## src/rtl/lyr_mix_pkg.sv

```systemverilog
package lyr_mix_pkg;
  typedef struct packed {
    logic       pri;
    logic [1:0] pal;
    logic [3:0] idx;
  } pix_t;

  typedef enum logic [1:0] {
    SHD_NORM  = 2'd0,
    SHD_DARK  = 2'd1,
    SHD_LIGHT = 2'd2
  } shade_e;

  typedef enum logic [2:0] {
    SRC_BG  = 3'd0,
    SRC_A   = 3'd1,
    SRC_WIN = 3'd2,
    SRC_B   = 3'd3,
    SRC_SPR = 3'd4
  } src_e;

  typedef struct packed {
    logic light;
    logic dark;
    logic pri;
    src_e src;
  } tag_t;

  localparam logic [5:0] OP_SHADOW = 6'h3F;
  localparam logic [5:0] OP_LIGHT  = 6'h3E;
endpackage

```

## src/rtl/lyr_line_buf.sv

```systemverilog
module lyr_line_buf
  import lyr_mix_pkg::*;
#(
  parameter int DEPTH = 32,
  localparam int AW = $clog2(DEPTH)
) (
  input  logic          clk_i,
  input  logic          rst_ni,
  input  logic          we_i,
  input  logic [AW-1:0] waddr_i,
  input  pix_t          wdata_i,
  input  logic [AW-1:0] raddr_i,
  output pix_t          rdata_o
);
  pix_t mem_q [DEPTH];

  always_ff @(posedge clk_i or negedge rst_ni) begin
    if (!rst_ni) begin
      for (int i = 0; i < DEPTH; i++) mem_q[i] <= '0;
    end else if (we_i) begin
      mem_q[waddr_i] <= wdata_i;
    end
  end

  assign rdata_o = mem_q[raddr_i];
endmodule

```

## src/rtl/lyr_prio_resolve.sv

```systemverilog
module lyr_prio_resolve
  import lyr_mix_pkg::*;
(
  input  logic       sh_mode_i,
  input  logic       win_i,
  input  pix_t       spr_i,
  input  pix_t       a_i,
  input  pix_t       b_i,
  input  logic [5:0] bg_i,
  output logic [5:0] color_o,
  output shade_e     shade_o,
  output tag_t       tag_o
);
  logic s_op, a_op, b_op, op_hit, pri_win;
  src_e a_src, src;
  logic pri;

  always_comb begin
    s_op    = spr_i.idx != 4'd0;
    a_op    = a_i.idx != 4'd0;
    b_op    = b_i.idx != 4'd0;
    op_hit  = sh_mode_i && ({spr_i.pal, spr_i.idx} == OP_SHADOW ||
                            {spr_i.pal, spr_i.idx} == OP_LIGHT);
    a_src   = win_i ? SRC_WIN : SRC_A;
    pri_win = 1'b0;
    color_o = bg_i;
    src     = SRC_BG;
    pri     = 1'b0;
    if (op_hit) begin
      // operator sprite: visible pixel from planes only
      if (a_i.pri && a_op)      begin color_o = {a_i.pal, a_i.idx}; src = a_src; pri = 1'b1; end
      else if (b_i.pri && b_op) begin color_o = {b_i.pal, b_i.idx}; src = SRC_B; pri = 1'b1; end
      else if (a_op)            begin color_o = {a_i.pal, a_i.idx}; src = a_src; end
      else if (b_op)            begin color_o = {b_i.pal, b_i.idx}; src = SRC_B; end
    end else begin
      if (spr_i.pri && s_op) begin
        color_o = {spr_i.pal, spr_i.idx}; src = SRC_SPR; pri = 1'b1; pri_win = 1'b1;
      end else if (a_i.pri && a_op) begin
        color_o = {a_i.pal, a_i.idx}; src = a_src; pri = 1'b1; pri_win = 1'b1;
      end else if (b_i.pri && b_op) begin
        color_o = {b_i.pal, b_i.idx}; src = SRC_B; pri = 1'b1; pri_win = 1'b1;
      end else if (s_op) begin
        color_o = {spr_i.pal, spr_i.idx}; src = SRC_SPR;
      end else if (a_op) begin
        color_o = {a_i.pal, a_i.idx}; src = a_src;
      end else if (b_op) begin
        color_o = {b_i.pal, b_i.idx}; src = SRC_B;
      end
    end

    if (!sh_mode_i)                              shade_o = SHD_NORM;
    else if (op_hit)                             shade_o = spr_i.idx[0] ? SHD_DARK : SHD_LIGHT;
    else if (pri_win)                            shade_o = SHD_NORM;
    else if (src == SRC_SPR && spr_i.idx == 4'hE) shade_o = SHD_NORM;
    else                                         shade_o = SHD_DARK;

    tag_o.src   = src;
    tag_o.pri   = pri;
    tag_o.dark  = shade_o == SHD_DARK;
    tag_o.light = shade_o == SHD_LIGHT;
  end
endmodule

```

## src/rtl/lyr_mixer.sv

```systemverilog
module lyr_mixer
  import lyr_mix_pkg::*;
#(
  parameter int BUF_DEPTH = 32,
  parameter int GROUP_PIX = 16,
  parameter int FINE_W    = 4
) (
  input  logic                         clk_i,
  input  logic                         rst_ni,
  input  logic                         line_start_i,
  input  logic                         wr_en_i,
  input  logic                         wr_plane_b_i,
  input  logic [$clog2(BUF_DEPTH)-1:0] wr_addr_i,
  input  logic [6:0]                   wr_pix_i,
  input  logic                         pix_valid_i,
  input  logic [6:0]                   spr_pix_i,
  input  logic                         sh_mode_i,
  input  logic                         window_i,
  input  logic [FINE_W-1:0]            hscroll_a_i,
  input  logic [FINE_W-1:0]            hscroll_b_i,
  input  logic [5:0]                   bg_color_i,
  output logic                         valid_o,
  output logic [5:0]                   cram_idx_o,
  output logic [1:0]                   shade_o,
  output logic [5:0]                   tag_o
);
  localparam int AW    = $clog2(BUF_DEPTH);
  localparam int POS_W = $clog2(GROUP_PIX);

  logic [POS_W-1:0] pos_q;
  logic [AW-1:0]    base_a_q, base_b_q;
  logic [AW-1:0]    raddr [2];
  pix_t             rdata [2];

  always_ff @(posedge clk_i or negedge rst_ni) begin
    if (!rst_ni) begin
      pos_q <= '0; base_a_q <= '0; base_b_q <= '0;
    end else if (line_start_i) begin
      pos_q <= '0; base_a_q <= '0; base_b_q <= '0;
    end else if (pix_valid_i) begin
      pos_q <= pos_q + POS_W'(1);
      if (pos_q == POS_W'(GROUP_PIX - 1)) begin
        base_a_q <= base_a_q + AW'(GROUP_PIX);
        base_b_q <= base_b_q + AW'(GROUP_PIX);
      end
    end
  end

  // window bypasses plane A fine scroll
  assign raddr[0] = base_a_q + AW'(pos_q) - (window_i ? AW'(0) : AW'(hscroll_a_i));
  assign raddr[1] = base_b_q + AW'(pos_q) - AW'(hscroll_b_i);

  for (genvar gp = 0; gp < 2; gp++) begin : g_plane
    lyr_line_buf #(.DEPTH(BUF_DEPTH)) u_buf (
      .clk_i   (clk_i),
      .rst_ni  (rst_ni),
      .we_i    (wr_en_i && (wr_plane_b_i == 1'(gp))),
      .waddr_i (wr_addr_i),
      .wdata_i (pix_t'(wr_pix_i)),
      .raddr_i (raddr[gp]),
      .rdata_o (rdata[gp])
    );
  end

  logic [5:0] res_color;
  shade_e     res_shade;
  tag_t       res_tag;

  lyr_prio_resolve u_res (
    .sh_mode_i (sh_mode_i),
    .win_i     (window_i),
    .spr_i     (pix_t'(spr_pix_i)),
    .a_i       (rdata[0]),
    .b_i       (rdata[1]),
    .bg_i      (bg_color_i),
    .color_o   (res_color),
    .shade_o   (res_shade),
    .tag_o     (res_tag)
  );

  logic       valid_q;
  logic [5:0] cram_q;
  shade_e     shade_q;
  tag_t       tag_q;

  always_ff @(posedge clk_i or negedge rst_ni) begin
    if (!rst_ni) begin
      valid_q <= 1'b0; cram_q <= '0; shade_q <= SHD_NORM; tag_q <= '0;
    end else begin
      valid_q <= pix_valid_i;
      if (pix_valid_i) begin
        cram_q  <= res_color;
        shade_q <= res_shade;
        tag_q   <= res_tag;
      end
    end
  end

  assign valid_o    = valid_q;
  assign cram_idx_o = cram_q;
  assign shade_o    = shade_q;
  assign tag_o      = tag_q;

  assert_transparent_R1: assert property (@(posedge clk_i) disable iff (!rst_ni)
    (pix_valid_i && res_tag.src == SRC_SPR) |-> spr_pix_i[3:0] != 4'd0);
  assert_norm_shade_R3: assert property (@(posedge clk_i) disable iff (!rst_ni)
    (pix_valid_i && !sh_mode_i) |=> shade_o == SHD_NORM);
  assert_op_hidden_R4: assert property (@(posedge clk_i) disable iff (!rst_ni)
    (pix_valid_i && sh_mode_i && spr_pix_i[5:1] == 5'h1F) |-> res_tag.src != SRC_SPR);
  assert_bases_aligned_R8: assert property (@(posedge clk_i) disable iff (!rst_ni)
    base_a_q == base_b_q);
  assert_valid_lat_R10: assert property (@(posedge clk_i) disable iff (!rst_ni)
    pix_valid_i |=> valid_o);
  assert_idle_R10: assert property (@(posedge clk_i) disable iff (!rst_ni)
    !pix_valid_i |=> !valid_o);
endmodule

```

## config.mk

```make
export PLATFORM = sky130hd
export DESIGN_NAME = lyr_mixer
export DESIGN_NICKNAME = d
export VERILOG_FILES = /design/src/rtl/lyr_mix_pkg.sv /design/src/rtl/lyr_line_buf.sv /design/src/rtl/lyr_prio_resolve.sv /design/src/rtl/lyr_mixer.sv
export SDC_FILE = /design/constraint.sdc
export NUM_CORES = 1
export LEC_CHECK = 0
export CAP_MARGIN = 20
export CORE_MARGIN = 2
export CORE_UTILIZATION = 50
export CTS_CLUSTER_SIZE = 25
export DETAILED_ROUTE_END_ITERATION = 10
export HOLD_SLACK_MARGIN = 0.02
export PLACE_DENSITY = 0.74
export SETUP_SLACK_MARGIN = 0.02
export SYNTH_ARGS = -nofsm -noshare
export SYNTH_HDL_FRONTEND = slang
export SYNTH_SLANG_ARGS = --single-unit
```

## constraint.sdc

```tcl
create_clock -name clk_i -period 5.1 [get_ports clk_i]
set_clock_uncertainty 0.15 [all_clocks]
set_input_delay 1.02 -clock clk_i [delete_from_list [all_inputs] [get_ports clk_i]]
set_output_delay 1.02 -clock clk_i [all_outputs]
set_load 0.005 [all_outputs]
```

# After elaboration in Yosys (flattened, before gate mapping)
# Cells that the tools add are included.
# word_totals
out_inout_bits	15
latchBits	0
mem_bits_rw	0
inputBits	41
ff_bits	477
romBits	0
memories	0
wordCells	287
# classes
n_eq_ne	7
shifts	0
magnitude_cmp	4
muxes	48
add_sub_neg	7
mul	0
n_div	0
n_reduce_logical	15
n_bitwise	4
# ops
cell	count
224-bit bitwise mux	2
7-bit binary-select mux with 5-bit select	2
6-bit 2-to-1 mux	9
7-bit demux with 5-bit select	1
7-bit 2-to-1 mux	5
5-bit 2-to-1 mux	6
3-bit 2-to-1 mux	8
6-bit >= comparator, second input constant	3
5-bit inverter with 6-bit output	3
6-bit == test, second input constant	2
2-bit 2-to-1 mux	6
4-bit 2-to-1 mux	3
4-bit nonzero test	3
5-bit by 4-bit adder with 5-bit output	2
5-bit adder, second input constant	2
5-bit by 4-bit subtractor with 5-bit output	2
4-bit == test, second input constant	2
1-bit logical AND	8
6-bit by 1-bit less-than comparator with 1-bit output, second input constant	1
1-bit 2-to-1 mux	6
4-bit by 1-bit adder with 4-bit output, second input constant	1
2-bit nonzero test	2
3-bit == test, second input constant	1
2-bit by 1-bit == test with 1-bit output, second input constant	1
other kinds (4)	4

# Longest topological paths before layout
# Gate-level depths: netlist (run 1).
# logic_depth
depth_word	21
depth_mapped	15
mapped_depth_nobuf	13

# By module
# From an unflattened synthesis (run 1), not the netlist that was laid out.
# unflattened
cells_unflattened	1422
area_unflattened_um2	22282.6
# modules_own_cells
module	seq_area_each_um2	cells_each	instances	area_each_um2
lyr_line_buf	5605.4	618	2	10237.3
lyr_mixer	525.5	103	1	1290.0
lyr_prio_resolve	0.0	83	1	518.0

# Least setup slack after synthesis (run 1)
# No wires, ideal clock.
# synth_path
path_kind	input -> register
from	input window_i
to	register cram_q[0], in the netlist cram_idx_o[0]
cell_stages	15
arrival_time_ns	4.860
slack_ns	0.003
required_ns	4.863
setup_time_ns	0.087
n_path_buf	3
cell_sequence	inv_1 nand2_1 ha_1 fa_1 buf_2 clkbuf_1 mux4_2 mux2i_1 mux2i_1 mux2_2 or4_1 clkbuf_1 nor3_1 a221oi_1 o211ai_1
# synth_via
elab_chain_cells	13
elab_cells_between_ends	16
cone_classes	add/sub (1); mux (12); bitwise (1); reduce/logical (2)
# synth_rtl
item	line_no	rtl
start: declaration	lyr_mixer.sv:18	input logic window_i,
4-bit 2-to-1 mux *	lyr_mixer.sv:50	assign raddr[0] = base_a_q + AW'(pos_q) - (window_i ? AW'(0) : AW'(hscroll_a_i));
5-bit by 4-bit subtractor with 5-bit output *	lyr_mixer.sv:50	
5-bit inverter with 6-bit output (not written as such) *	lyr_line_buf.sv:25	assign rdata_o = mem_q[raddr_i];
7-bit binary-select mux with 5-bit select *	lyr_line_buf.sv:25	
7-bit 2-to-1 mux (not written as such) * (2 in a row)	lyr_line_buf.sv:25	
4-bit nonzero test	lyr_prio_resolve.sv:20	a_op = a_i.idx != 4'd0;
6-bit 2-to-1 mux	lyr_prio_resolve.sv:33, lyr_prio_resolve.sv:44	
6-bit 2-to-1 mux	lyr_prio_resolve.sv:42	end else if (s_op) begin
6-bit 2-to-1 mux	lyr_prio_resolve.sv:40	end else if (b_i.pri && b_op) begin
6-bit 2-to-1 mux	lyr_prio_resolve.sv:38	end else if (a_i.pri && a_op) begin
6-bit 2-to-1 mux	lyr_prio_resolve.sv:36	if (spr_i.pri && s_op) begin
6-bit 2-to-1 mux *	lyr_prio_resolve.sv:29	if (op_hit) begin
end signal: assignment	lyr_mixer.sv:92	cram_q <= res_color;
end: declaration	lyr_mixer.sv:82	logic [5:0] cram_q;
# Mark *: on every way between the ends. The rest lies on a longest branch, timed or not. The select of a mux whose other input is x is not followed.
# A chain may end at the register's enable or synchronous reset.

# Worst setup path after layout (run 1)
# layout_path
from	input hscroll_b_i[1]
to	register cram_q[0], in the netlist cram_idx_o[0]
# layout_via
elab_chain_cells	13
elab_cells_between_ends	16
cone_classes	add/sub (1); mux (12); bitwise (1); reduce/logical (2)
# layout_rtl
item	line_no	rtl
start: declaration	lyr_mixer.sv:20	input logic [FINE_W-1:0] hscroll_b_i,
5-bit by 4-bit subtractor with 5-bit output *	lyr_mixer.sv:51	assign raddr[1] = base_b_q + AW'(pos_q) - AW'(hscroll_b_i);
5-bit inverter with 6-bit output (not written as such) *	lyr_line_buf.sv:25	
7-bit binary-select mux with 5-bit select *	lyr_line_buf.sv:25	
7-bit 2-to-1 mux (not written as such) * (2 in a row)	lyr_line_buf.sv:25	
4-bit nonzero test	lyr_prio_resolve.sv:21	b_op = b_i.idx != 4'd0;
6-bit 2-to-1 mux	lyr_prio_resolve.sv:34, lyr_prio_resolve.sv:46	
6-bit 2-to-1 mux	lyr_prio_resolve.sv:33, lyr_prio_resolve.sv:44	
6-bit 2-to-1 mux	lyr_prio_resolve.sv:42	
6-bit 2-to-1 mux	lyr_prio_resolve.sv:40	
6-bit 2-to-1 mux	lyr_prio_resolve.sv:38	
6-bit 2-to-1 mux	lyr_prio_resolve.sv:36	
6-bit 2-to-1 mux *	lyr_prio_resolve.sv:29	
# Marked as above.

==> metrics.cfg, run 1 <==
[logic_synthesis]
synth_fp_nets = 1534
mappedNetlistArea_sq_um = 22200
syn_inst = 1476
yosysTopAreaCell = sky130_fd_sc_hd__dfrtp_1
synth_edf_count = 0
ys_seq_elements = 469
synth_top_cell_area_share_pct = 52.9
synth_warnings = 0
top_post_synthesis_cells_by_area = sky130_fd_sc_hd__dfrtp_1 53%, sky130_fd_sc_hd__mux2_2 23%, sky130_fd_sc_hd__mux4_2 12%
yosysUniqueCellTypes = 51
avgSynthCellArea_sq_um = 15.0
async_reset_ff_share_pct = 100
synth_top_flop_cell = sky130_fd_sc_hd__dfrtp_1
seq_area_frac_synth_pct = 52.9

[run_status]
run_status = finished clean

[worst_hold_path]
min_path_type = input pin to asynchronous set/reset pin

[global_route]
grt_overflow_total = 0
grt_max_degree = 113
track_usage_pct = 23.1
grt_pass1_wl_mm = 82.4
antenna_found_initial = 3
first_global_vias = 13876

[critical_path]
critPathArrivalTime_ns = 5.32
endpoint_kind = flip-flop
critical_path_class = input pin to flip-flop
critPathMaxFanout = 14
setup.worst_path.start_class = input pin
setup.reg_to_reg.worst_slack_ns = 0.57
worstPathRequired_ns = 5.42

[floorplanning]
floorplan.die.height_um = 215
initial_cell_density_of_the_core_pct = 50.4
floorplan.die.width_um = 215
std_cell_rows = 77
io_pins = 56
design.die.area_sq_um = 46100
core_area_sq_um = 44000

[clock_network]
cts_tree = done
cts-buffers-inserted = 47
htree_levels = 2
clock_transition_time_at_the_flip_flop_clock_pins_of_the_worst_setup_and_hold_paths_ns = 0.06
cts-root-to-sink-buffers = 3
cts_num_sinks = 469
cts-root-buf = sky130_fd_sc_hd__clkbuf_16
latest_clock_arrival_within_the_worst_skew_pair_ns = 0.58

[placed_design]
placed_area_sq_um = 23800
dpl_worst_slack_ns = -0.650
final_weighted_congestion_in_routability_driven_placement = 0.878
post-dp-hpwl_mm = 33.5
placed_instance_count = 2094
place.port_buffers = 55

[finish]
drive_above_1_share_pct = 49.3
num-nets-final = 1628
synthToLayoutAreaGrowth_pct = 16.0
final-instance-count-excl-fill = 2200
final_core_util_pct = 58.5
final_cell_area_sq_um = 25700

[sta]
report.final.slew_viol_count = 0
timing.final.hold_violations = 0
setup_viol = 0
final.period_utilization_pct = 98.2
finalCriticalPeriod_ns = 5.01
tns_ns = 0
slew_headroom_pct = 34.8
max_clock_freq_mhz = 200
worst_setup_slack_after_layout_ns = 0.0919
rsz0062_at_grt = no
tightest_slew_ns = 0.974

[routing]
postRouteAntennaNets = 0
total_wire_length_mm = 52.4
detailroute.via_count = 13181
drt_iter0_markers = 1186
firstDrtPassIters = 5
post_drt_via_cell_ratio = 5.99
drt_drc_violations_left = 0
drt-wirelength-per-cell_um = 23.8

[flow_run]
max_cap_viol_count = 0

[power_and_ir_drop]
max-vdd-ir-drop_v = 0.000280
leakagePower_nw = 11.8
power_per_cell_area_nw_per_um2 = 411

==> cells by family after synthesis <==
kind of cell,synth area share [%]
AND/OR/NAND/NOR,3.18
AO/OA/AOI/OAI,1.98
XOR/XNOR,0.581
multiplexers,38.3
adder cells (fa/ha/maj),1.03
buffers and inverters,2.07
flip-flops,52.9
==> worst paths after layout <==
| kind | startpoint | end | depth (start not counted) |
|---|---|---|---|
| max in group asynchronous | rst_ni | g_plane[0].u_buf.mem_q[57] | 2 |
| min | rst_ni | g_plane[1].u_buf.mem_q[25] | 1 |
| max | hscroll_b_i[1] | cram_idx_o[0] | 19 |
| min in group clk_i | shade_o[0] | shade_o[0] | 1 |
| min reg2reg | shade_o[0] | shade_o[0] | 1 |
| max reg2reg | pos_q[1] | cram_idx_o[0] | 17 |
==> sequential cells by signal, indices dropped and copies added, names as in the netlist <==
register / count
g_plane.u_buf.mem_q: 448
cram_idx_o: 6
tag_o: 6
pos_q: 4
shade_o: 2
base_a_q: 1
base_b_q: 1
valid_o: 1
==> cells in the mapped netlist (4+ instances only) <==
| library cell | number |
|---|---|
| sky130_fd_sc_hd__nand4_1 | 5 |
| sky130_fd_sc_hd__xnor2_1 | 5 |
| sky130_fd_sc_hd__nor2b_1 | 6 |
| sky130_fd_sc_hd__ha_1 | 15 |
| sky130_fd_sc_hd__or3_1 | 4 |
| sky130_fd_sc_hd__o21ai_0 | 7 |
| sky130_fd_sc_hd__nand2_1 | 36 |
| sky130_fd_sc_hd__o211ai_1 | 8 |
| sky130_fd_sc_hd__a21o_1 | 4 |
| sky130_fd_sc_hd__nor2_1 | 66 |
| sky130_fd_sc_hd__mux2_2 | 462 |
| sky130_fd_sc_hd__mux2i_1 | 70 |
| sky130_fd_sc_hd__a31oi_1 | 4 |
| sky130_fd_sc_hd__a211oi_1 | 5 |
| sky130_fd_sc_hd__clkbuf_1 | 75 |
| sky130_fd_sc_hd__mux4_2 | 115 |
| sky130_fd_sc_hd__inv_1 | 14 |
| sky130_fd_sc_hd__and2_1 | 6 |
| sky130_fd_sc_hd__and3_1 | 4 |
| sky130_fd_sc_hd__buf_1 | 18 |
| sky130_fd_sc_hd__xor2_1 | 6 |
| sky130_fd_sc_hd__a21oi_1 | 11 |
| sky130_fd_sc_hd__nand3_1 | 10 |
| sky130_fd_sc_hd__buf_2 | 8 |
| sky130_fd_sc_hd__dfrtp_1 | 469 |
==> through the flow <==
step           hold WS (ns)  total power [mW]
3_3_place_gp          0.322              6.82
2_1_floorplan         0.324              6.00
3_5_place_dp          0.330              6.90
5_1_grt               0.356              11.0
4_1_cts               0.344              10.5
6_report              0.327              10.6
==> layout by cell type (no fill, tap or decap), types with 18 or more instances in the layout <==
| cell type | synthesis | layout |
|---|---|---|
| sky130_fd_sc_hd__clkbuf_16 | 0 | 50 |
| sky130_fd_sc_hd__clkbuf_8 | 0 | 18 |
| sky130_fd_sc_hd__mux2i_1 | 70 | 62 |
| sky130_fd_sc_hd__clkdlybuf4s50_1 | 0 | 46 |
| sky130_fd_sc_hd__dfrtp_1 | 469 | 469 |
| sky130_fd_sc_hd__mux4_2 | 115 | 115 |
| sky130_fd_sc_hd__buf_4 | 1 | 72 |
| sky130_fd_sc_hd__nand2_1 | 36 | 36 |
| sky130_fd_sc_hd__mux2_2 | 462 | 461 |
| sky130_fd_sc_hd__nor2_1 | 66 | 66 |
==> report_power, final <==
part / internal, mW / switching, mW
registers: 4.22 / 0.258
logic: 1.39 / 1.15
clock network: 2.09 / 1.48
total: 7.70 / 2.88
==> layer usage <==
metal,vias to the layer above,track usage [%],share of wire (%)
li1,5658,-,-
met1,7061,32.6,44
met2,375,36.6,47
met3,83,4.82,5.8
met4,4,6.46,2.5
met5,-,0,0.044
==> area by class of cell <==
| class | count | area [sq um] |
|---|---|---|
| sequential | 469 | 11700 |
| clock inverter | 15 | 146 |
| multi-input combinational | 890 | 10100 |
| tap | 592 | 741 |
| antenna | 1 | 2.50 |
| clock buffer | 71 | 1470 |
| timing repair buffer | 148 | 1450 |
| inverter | 14 | 52.6 |
| fill | 3350 | 18300 |
==> repair_timing <==
| action | in CTS | in global routing |
|---|---|---|
| setup endpoints to repair | 6 | 12 |
| gates resized for setup | 4 | 23 |
| pin swaps | 0 | 6 |
| buffers inserted | 1 | 14 |
| cloned | 0 | 3 |
| hold buffers | 0 | 0 |
==> critical path, stage by stage <==
cell	delay, ns
sky130_fd_sc_hd__clkdlybuf4s50_1	0.46
sky130_fd_sc_hd__inv_1	0.04
sky130_fd_sc_hd__ha_1	0.29
sky130_fd_sc_hd__inv_1	0.05
sky130_fd_sc_hd__fa_2	0.38
sky130_fd_sc_hd__xnor2_4	0.23
sky130_fd_sc_hd__buf_12	0.19
sky130_fd_sc_hd__buf_4	0.18
sky130_fd_sc_hd__mux4_2	0.53
sky130_fd_sc_hd__mux2i_1	0.14
sky130_fd_sc_hd__mux2i_1	0.20
sky130_fd_sc_hd__mux2_4	0.38
sky130_fd_sc_hd__o41ai_4	0.35
sky130_fd_sc_hd__buf_4	0.19
sky130_fd_sc_hd__buf_4	0.11
sky130_fd_sc_hd__a21boi_2	0.14
sky130_fd_sc_hd__buf_4	0.15
sky130_fd_sc_hd__o2111ai_1	0.12
sky130_fd_sc_hd__o211ai_1	0.15
No activity file was read; power rests on OpenSTA's default activity.
==> run 2: changes to the inputs <==
Settings changed: CAP_MARGIN 20 to 5.
==> run 2 against run 1 <==
Net effect: sequential power about the same; via count up 0.41%; cell area about the same; setup slack better by 0.0055 ns; critical endpoint is now cram_idx_o[3]; non-clock buffer count down 1; final cell count about the same; combinational power about the same; wire length about the same.
==> metrics.cfg, run 2 (synthesized netlist as in run 1, its figures left out) <==
[clock_network]
cts-buffers-inserted = 47  ; unchanged
clock_transition_time_at_the_flip_flop_clock_pins_of_the_worst_setup_and_hold_paths_ns = 0.06  ; about the same
htree_levels = 2  ; unchanged
latest_clock_arrival_within_the_worst_skew_pair_ns = 0.58  ; about the same
cts-root-to-sink-buffers = 3  ; unchanged
cts_num_sinks = 469  ; unchanged
cts_tree = done
cts-root-buf = sky130_fd_sc_hd__clkbuf_16

[sta]
slew_headroom_pct = 15.7  ; -19 points
max_clock_freq_mhz = 200  ; +0.11%
report.final.slew_viol_count = 0  ; unchanged
holdWs_ns = 0.323  ; -0.00434 ns
rsz0062_at_grt = no
final.period_utilization_pct = 98.1  ; -0.11 points
setup_viol = 0  ; unchanged
timing.final.hold_violations = 0  ; unchanged
tns_ns = 0  ; unchanged
finalCriticalPeriod_ns = 5.00  ; -0.00548 ns
tightest_slew_ns = 1.26  ; +0.290 ns

[worst_hold_path]
min_path_type = input pin to asynchronous set/reset pin

[floorplanning]
floorplan.die.width_um = 215  ; unchanged
io_pins = 56  ; unchanged
std_cell_rows = 77  ; unchanged
design.die.area_sq_um = 46100  ; unchanged
initial_cell_density_of_the_core_pct = 50.4  ; unchanged
core_area_sq_um = 44000  ; unchanged
floorplan.die.height_um = 215  ; unchanged

[global_route]
grt_pass1_wl_mm = 82.4  ; unchanged
first_global_vias = 13876  ; unchanged
track_usage_pct = 23.1  ; unchanged
antenna_found_initial = 3  ; unchanged
grt_overflow_total = 0  ; unchanged
grt_max_degree = 113  ; unchanged

[finish]
largest-register = g_plane.u_buf.mem_q
final_cell_area_sq_um = 25700  ; about the same
synthToLayoutAreaGrowth_pct = 15.9  ; about the same
mostFrequentLayoutCell = sky130_fd_sc_hd__dfrtp_1
multi_input_area_sq_um = 10100  ; unchanged
largest_reg_flops = 448  ; unchanged
most-common-layout-cells = 469 x sky130_fd_sc_hd__dfrtp_1, 461 x sky130_fd_sc_hd__mux2_2, 115 x sky130_fd_sc_hd__mux4_2
num-fill-cells = 3354  ; +0.12%
final-instance-count-excl-fill = 2199  ; -0.045%
num-nets-final = 1627  ; -0.061%
area.sequential_sq_um = 11700  ; unchanged
drive_above_1_share_pct = 49.3  ; about the same

[routing]
detailroute.via_count = 13235  ; +0.41%
total_wire_length_mm = 52.3  ; about the same
drt-wirelength-per-cell_um = 23.8  ; about the same
drt_drc_violations_left = 0  ; unchanged
drt_iter0_markers = 1170  ; -1.3%
post_drt_via_cell_ratio = 6.02  ; +0.46%
postRouteAntennaNets = 0  ; unchanged
firstDrtPassIters = 5  ; unchanged

[critical_path]
worstPathRequired_ns = 5.43  ; about the same
critPathArrivalTime_ns = 5.33  ; about the same
setup.worst_path.start_class = input pin
reg_to_reg_critical_path_startpoint = pos_q[1]
critical_path.endpoint = cram_idx_o[3]
critical_path_class = input pin to flip-flop
r2r.worst_path.cells = 17  ; unchanged
critPathMaxFanout = 14  ; unchanged
worst_setup_path_start = hscroll_b_i[1]
r2r-end = cram_idx_o[3]
endpoint_kind = flip-flop
setup.reg_to_reg.worst_slack_ns = 0.57  ; about the same

[placed_design]
placed_instance_count = 2094  ; unchanged
post-dp-hpwl_mm = 33.5  ; unchanged
placed_area_sq_um = 23800  ; unchanged
place.port_buffers = 55  ; unchanged
final_weighted_congestion_in_routability_driven_placement = 0.878  ; unchanged

[flow_run]
max_cap_viol_count = 0  ; unchanged

[power_and_ir_drop]
power_per_cell_area_nw_per_um2 = 411  ; about the same
leakagePower_nw = 11.8  ; about the same
power_mw = 10.6  ; about the same
max-vdd-ir-drop_v = 0.000280  ; about the same

[run_status]
run_status = finished clean

==> run 2: cell count changes in the layout (fill, tap and decap cells not counted), sizes merged <==
cell  delta
buf      -1
==> run 2: critical path, stage by stage <==
cell and delay (ns):
sky130_fd_sc_hd__clkdlybuf4s50_1 0.46, sky130_fd_sc_hd__inv_1 0.04, sky130_fd_sc_hd__ha_1 0.29, sky130_fd_sc_hd__inv_1 0.05
sky130_fd_sc_hd__fa_2 0.38, sky130_fd_sc_hd__xnor2_4 0.23, sky130_fd_sc_hd__buf_12 0.19, sky130_fd_sc_hd__buf_4 0.18
sky130_fd_sc_hd__mux4_2 0.53, sky130_fd_sc_hd__mux2i_1 0.14, sky130_fd_sc_hd__mux2i_1 0.20, sky130_fd_sc_hd__mux2_4 0.37
sky130_fd_sc_hd__o41ai_4 0.35, sky130_fd_sc_hd__buf_4 0.19, sky130_fd_sc_hd__buf_4 0.11, sky130_fd_sc_hd__a21boi_2 0.14
sky130_fd_sc_hd__buf_4 0.15, sky130_fd_sc_hd__o211ai_1 0.08, sky130_fd_sc_hd__a31oi_1 0.21
==> run 2: repair_timing <==
item,CTS,global route
pin swaps,0,6
hold buffers,0,0
buffers inserted,1,14
endpoints found under the setup margin,6,12
cloned,0,3
gates resized for setup,4,23
==> run 2: through the flow <==
step	setup WS, ns	utilization (%)
after global placement	-0.577	54.1
after detailed placement	-0.650	54.1
after floorplan	0.0321	-
after CTS	0.0155	57.8
after global routing	0.00644	58.4
final	0.0973	58.4
==> run 2: worst min path at each step <==
stage	start	to	slack [ns]	cells past startpoint
2_1_floorplan	g_plane[0].u_buf.mem_q[151]	g_plane[0].u_buf.mem_q[151]	0.32	1
3_5_place_dp	tag_o[4]	tag_o[4]	0.33	1
4_1_cts	tag_o[4]	tag_o[4]	0.34	1
3_3_place_gp	shade_o[0]	shade_o[0]	0.32	1
6_report	rst_ni	g_plane[1].u_buf.mem_q[25]	0.32	1
5_1_grt	tag_o[4]	tag_o[4]	0.36	1
==> run 2: layout make-up <==
class                      instances  share of cell area, %
sequential                       469                   45.6
clock buffer                      71                   5.71
inverter                          14                  0.204
timing repair buffer             147                   5.57
antenna                            1                0.00973
multi-input combinational        890                   39.4
tap                              592                   2.88
clock inverter                    15                  0.569
==> run 2: report_power, final <==
| part | switching [mW] | internal (mW) |
|---|---|---|
| clock | 1.47 | 2.09 |
| sequential | 0.258 | 4.22 |
| combinational | 1.15 | 1.39 |
==> run 2: routing by layer <==
layer | global-route usage, % | up-vias | wire (um)
met3 | 4.82 | 83 | 2970
met2 | 36.6 | 367 | 24800
met4 | 6.46 | 4 | 1270
li1 | - | 5660 | -
met5 | 0 | - | 23
met1 | 32.6 | 7121 | 23200
==> run 3: changes to the inputs <==
Settings changed: REMOVE_ABC_BUFFERS set to 1.
==> run 3 against run 2 <==
Net effect: setup slack better by 0.024 ns; first-iteration DRC count fell by 1.1%; final cell count up 0.77%; hold slack better by 0.026 ns; non-clock buffer count is 18 higher; total power increased by 2.1%; cell area grew 1.3%; sequential power is essentially flat; maximum frequency increased by 0.49%; die area unchanged; clock-buffer cell count fell by 1; highest routed layer unchanged.
==> metrics.cfg, run 3 (synthesized netlist as in run 1, its figures left out) <==
[run_status]
run_status = finished clean

[critical_path]
worstPathRequired_ns = 5.42  ; about the same
setup.reg_to_reg.worst_slack_ns = 0.41  ; -0.16 ns
endpoint_kind = flip-flop
reg_to_reg_critical_path_startpoint = pos_q[1]
critPathMaxFanout = 6  ; -8
r2r-end = cram_idx_o[5]
critPathArrivalTime_ns = 5.29  ; -0.04 ns
setup.worst_path.start_class = input pin
critical_path.endpoint = cram_idx_o[5]
critical_path_class = input pin to flip-flop
worst_setup_path_start = hscroll_b_i[2]
r2r.worst_path.cells = 17  ; unchanged

[finish]
synthToLayoutAreaGrowth_pct = 17.3
most-common-layout-cells = 469 x sky130_fd_sc_hd__dfrtp_1, 460 x sky130_fd_sc_hd__mux2_2, 115 x sky130_fd_sc_hd__mux4_2
num_antenna_cells = 0  ; -1
final_cell_area_sq_um = 26000  ; +1.3%
largest-register = g_plane.u_buf.mem_q
drive_above_1_share_pct = 49.9  ; +0.69 points
num-nets-final = 1646  ; +1.2%
mostFrequentLayoutCell = sky130_fd_sc_hd__dfrtp_1
final_core_util_pct = 59.1  ; +0.73 points
largest_reg_flops = 448  ; unchanged

[global_route]
grt_overflow_total = 0  ; unchanged
first_global_vias = 14193  ; +2.3%
track_usage_pct = 24.7  ; +1.6 points
antenna_found_initial = 2  ; -1
grt_pass1_wl_mm = 87.0  ; +5.6%
grt_max_degree = 121  ; +7.1%

[clock_network]
latest_clock_arrival_within_the_worst_skew_pair_ns = 0.57  ; about the same
cts-root-buf = sky130_fd_sc_hd__clkbuf_16
cts-root-to-sink-buffers = 3  ; unchanged
cts-buffers-inserted = 48  ; +2.1%
htree_levels = 2  ; unchanged
cts_tree = done
cts_num_sinks = 469  ; unchanged
clock_transition_time_at_the_flip_flop_clock_pins_of_the_worst_setup_and_hold_paths_ns = 0.06  ; about the same

[placed_design]
final_weighted_congestion_in_routability_driven_placement = 0.865  ; -1.5%
placed_area_sq_um = 24000  ; +0.71%
post-dp-hpwl_mm = 36.5  ; +8.8%
place.port_buffers = 55  ; unchanged

[power_and_ir_drop]
power_per_cell_area_nw_per_um2 = 415  ; +0.85%
leakagePower_nw = 11.9  ; +1.4%
power_mw = 10.8  ; +2.1%
max-vdd-ir-drop_v = 0.000265  ; -5.1%

[floorplanning]
floorplan.die.height_um = 215  ; unchanged
design.die.area_sq_um = 46100  ; unchanged
initial_cell_density_of_the_core_pct = 50.4  ; unchanged
core_area_sq_um = 44000  ; unchanged
std_cell_rows = 77  ; unchanged
io_pins = 56  ; unchanged
floorplan.die.width_um = 215  ; unchanged

[routing]
drt-wirelength-per-cell_um = 25.5  ; +7.2%
postRouteAntennaNets = 0  ; unchanged
detailroute.via_count = 13505  ; +2.0%
total_wire_length_mm = 56.6  ; +8.1%
post_drt_via_cell_ratio = 6.09  ; +1.3%
drt_iter0_markers = 1157  ; -1.1%
drt_drc_violations_left = 0  ; unchanged
firstDrtPassIters = 5  ; unchanged

[sta]
report.final.slew_viol_count = 0  ; unchanged
setup_viol = 0  ; unchanged
final.period_utilization_pct = 97.6  ; -0.48 points
max_clock_freq_mhz = 201  ; +0.49%
finalCriticalPeriod_ns = 4.98  ; -0.0242 ns
slew_headroom_pct = 20.4  ; +4.6 points
timing.final.hold_violations = 0  ; unchanged
tightest_slew_ns = 1.19  ; -0.0695 ns
tns_ns = 0  ; unchanged
holdWs_ns = 0.349  ; +0.0262 ns
rsz0062_at_grt = no

[flow_run]
max_cap_viol_count = 0  ; unchanged

[worst_hold_path]
min_path_type = input pin to asynchronous set/reset pin

==> run 3: where the power goes <==
group	switching (mW)	leakage, nW	internal (mW)
sequential	0.280	6.22	4.22
combinational	1.22	4.91	1.52
clock	1.45	0.807	2.11
==> run 3: worst max-delay path, stage by stage <==
cell	delay [ns]
sky130_fd_sc_hd__clkdlybuf4s50_1	0.45
sky130_fd_sc_hd__inv_1	0.06
sky130_fd_sc_hd__ha_1	0.29
sky130_fd_sc_hd__ha_2	0.39
sky130_fd_sc_hd__xnor2_4	0.14
sky130_fd_sc_hd__buf_12	0.15
sky130_fd_sc_hd__buf_12	0.11
sky130_fd_sc_hd__clkbuf_16	0.15
sky130_fd_sc_hd__buf_4	0.11
sky130_fd_sc_hd__mux4_2	0.49
sky130_fd_sc_hd__mux2i_1	0.20
sky130_fd_sc_hd__mux2i_1	0.18
sky130_fd_sc_hd__mux2_4	0.33
sky130_fd_sc_hd__o41ai_4	0.42
sky130_fd_sc_hd__buf_4	0.22
sky130_fd_sc_hd__a21oi_1	0.05
sky130_fd_sc_hd__a31o_2	0.22
sky130_fd_sc_hd__o41ai_2	0.31
==> run 3: metrics by stage <==
step | setup slack (ns) | instances
6_report | 0.122 | 2216
5_1_grt | 0.00301 | 2216
4_1_cts | 0.0539 | 2203
3_5_place_dp | -0.711 | 2110
3_3_place_gp | -0.649 | 2110
2_1_floorplan | -1.38 | 1373
==> run 3: repair_timing <==
| action | in CTS | in global routing |
|---|---|---|
| cloned | 2 | 3 |
| gates resized for setup | 13 | 28 |
| buffers inserted | 5 | 11 |
| hold buffers | 0 | 0 |
| pin swaps | 2 | 9 |
| setup endpoints to repair | 8 | 12 |
==> run 3: how the worst min path moves through the flow <==
stage	start	endpoint	slack, ns
5_1_grt	g_plane[0].u_buf.mem_q[190]	g_plane[0].u_buf.mem_q[190]	0.36
2_1_floorplan	g_plane[0].u_buf.mem_q[151]	g_plane[0].u_buf.mem_q[151]	0.32
3_5_place_dp	g_plane[1].u_buf.mem_q[111]	g_plane[1].u_buf.mem_q[111]	0.34
3_3_place_gp	g_plane[1].u_buf.mem_q[194]	g_plane[1].u_buf.mem_q[194]	0.33
4_1_cts	g_plane[1].u_buf.mem_q[111]	g_plane[1].u_buf.mem_q[111]	0.35
6_report	rst_ni	g_plane[0].u_buf.mem_q[54]	0.35
==> run 3: cell type report <==
cell class              count  area, sq um
clock buffers              70         1450
clock inverters            16          163
multi-input cells         890        10200
well taps                 592          741
inverters                  14         52.6
fillers                  3325        18000
flip-flops and latches    469        11700
repair buffers            165         1720
==> run 3: routing by layer <==
metal  part of all wire (%)  up-vias  routed length, um  GRT usage, %
met5                  0.037        -                 21             0
met1                     44     7277              25000          35.5
li1                       -     5701                  -             -
met2                     47      426              26700          39.2
met3                    5.8       97               3310          4.20
met4                    2.7        4               1520          7.13
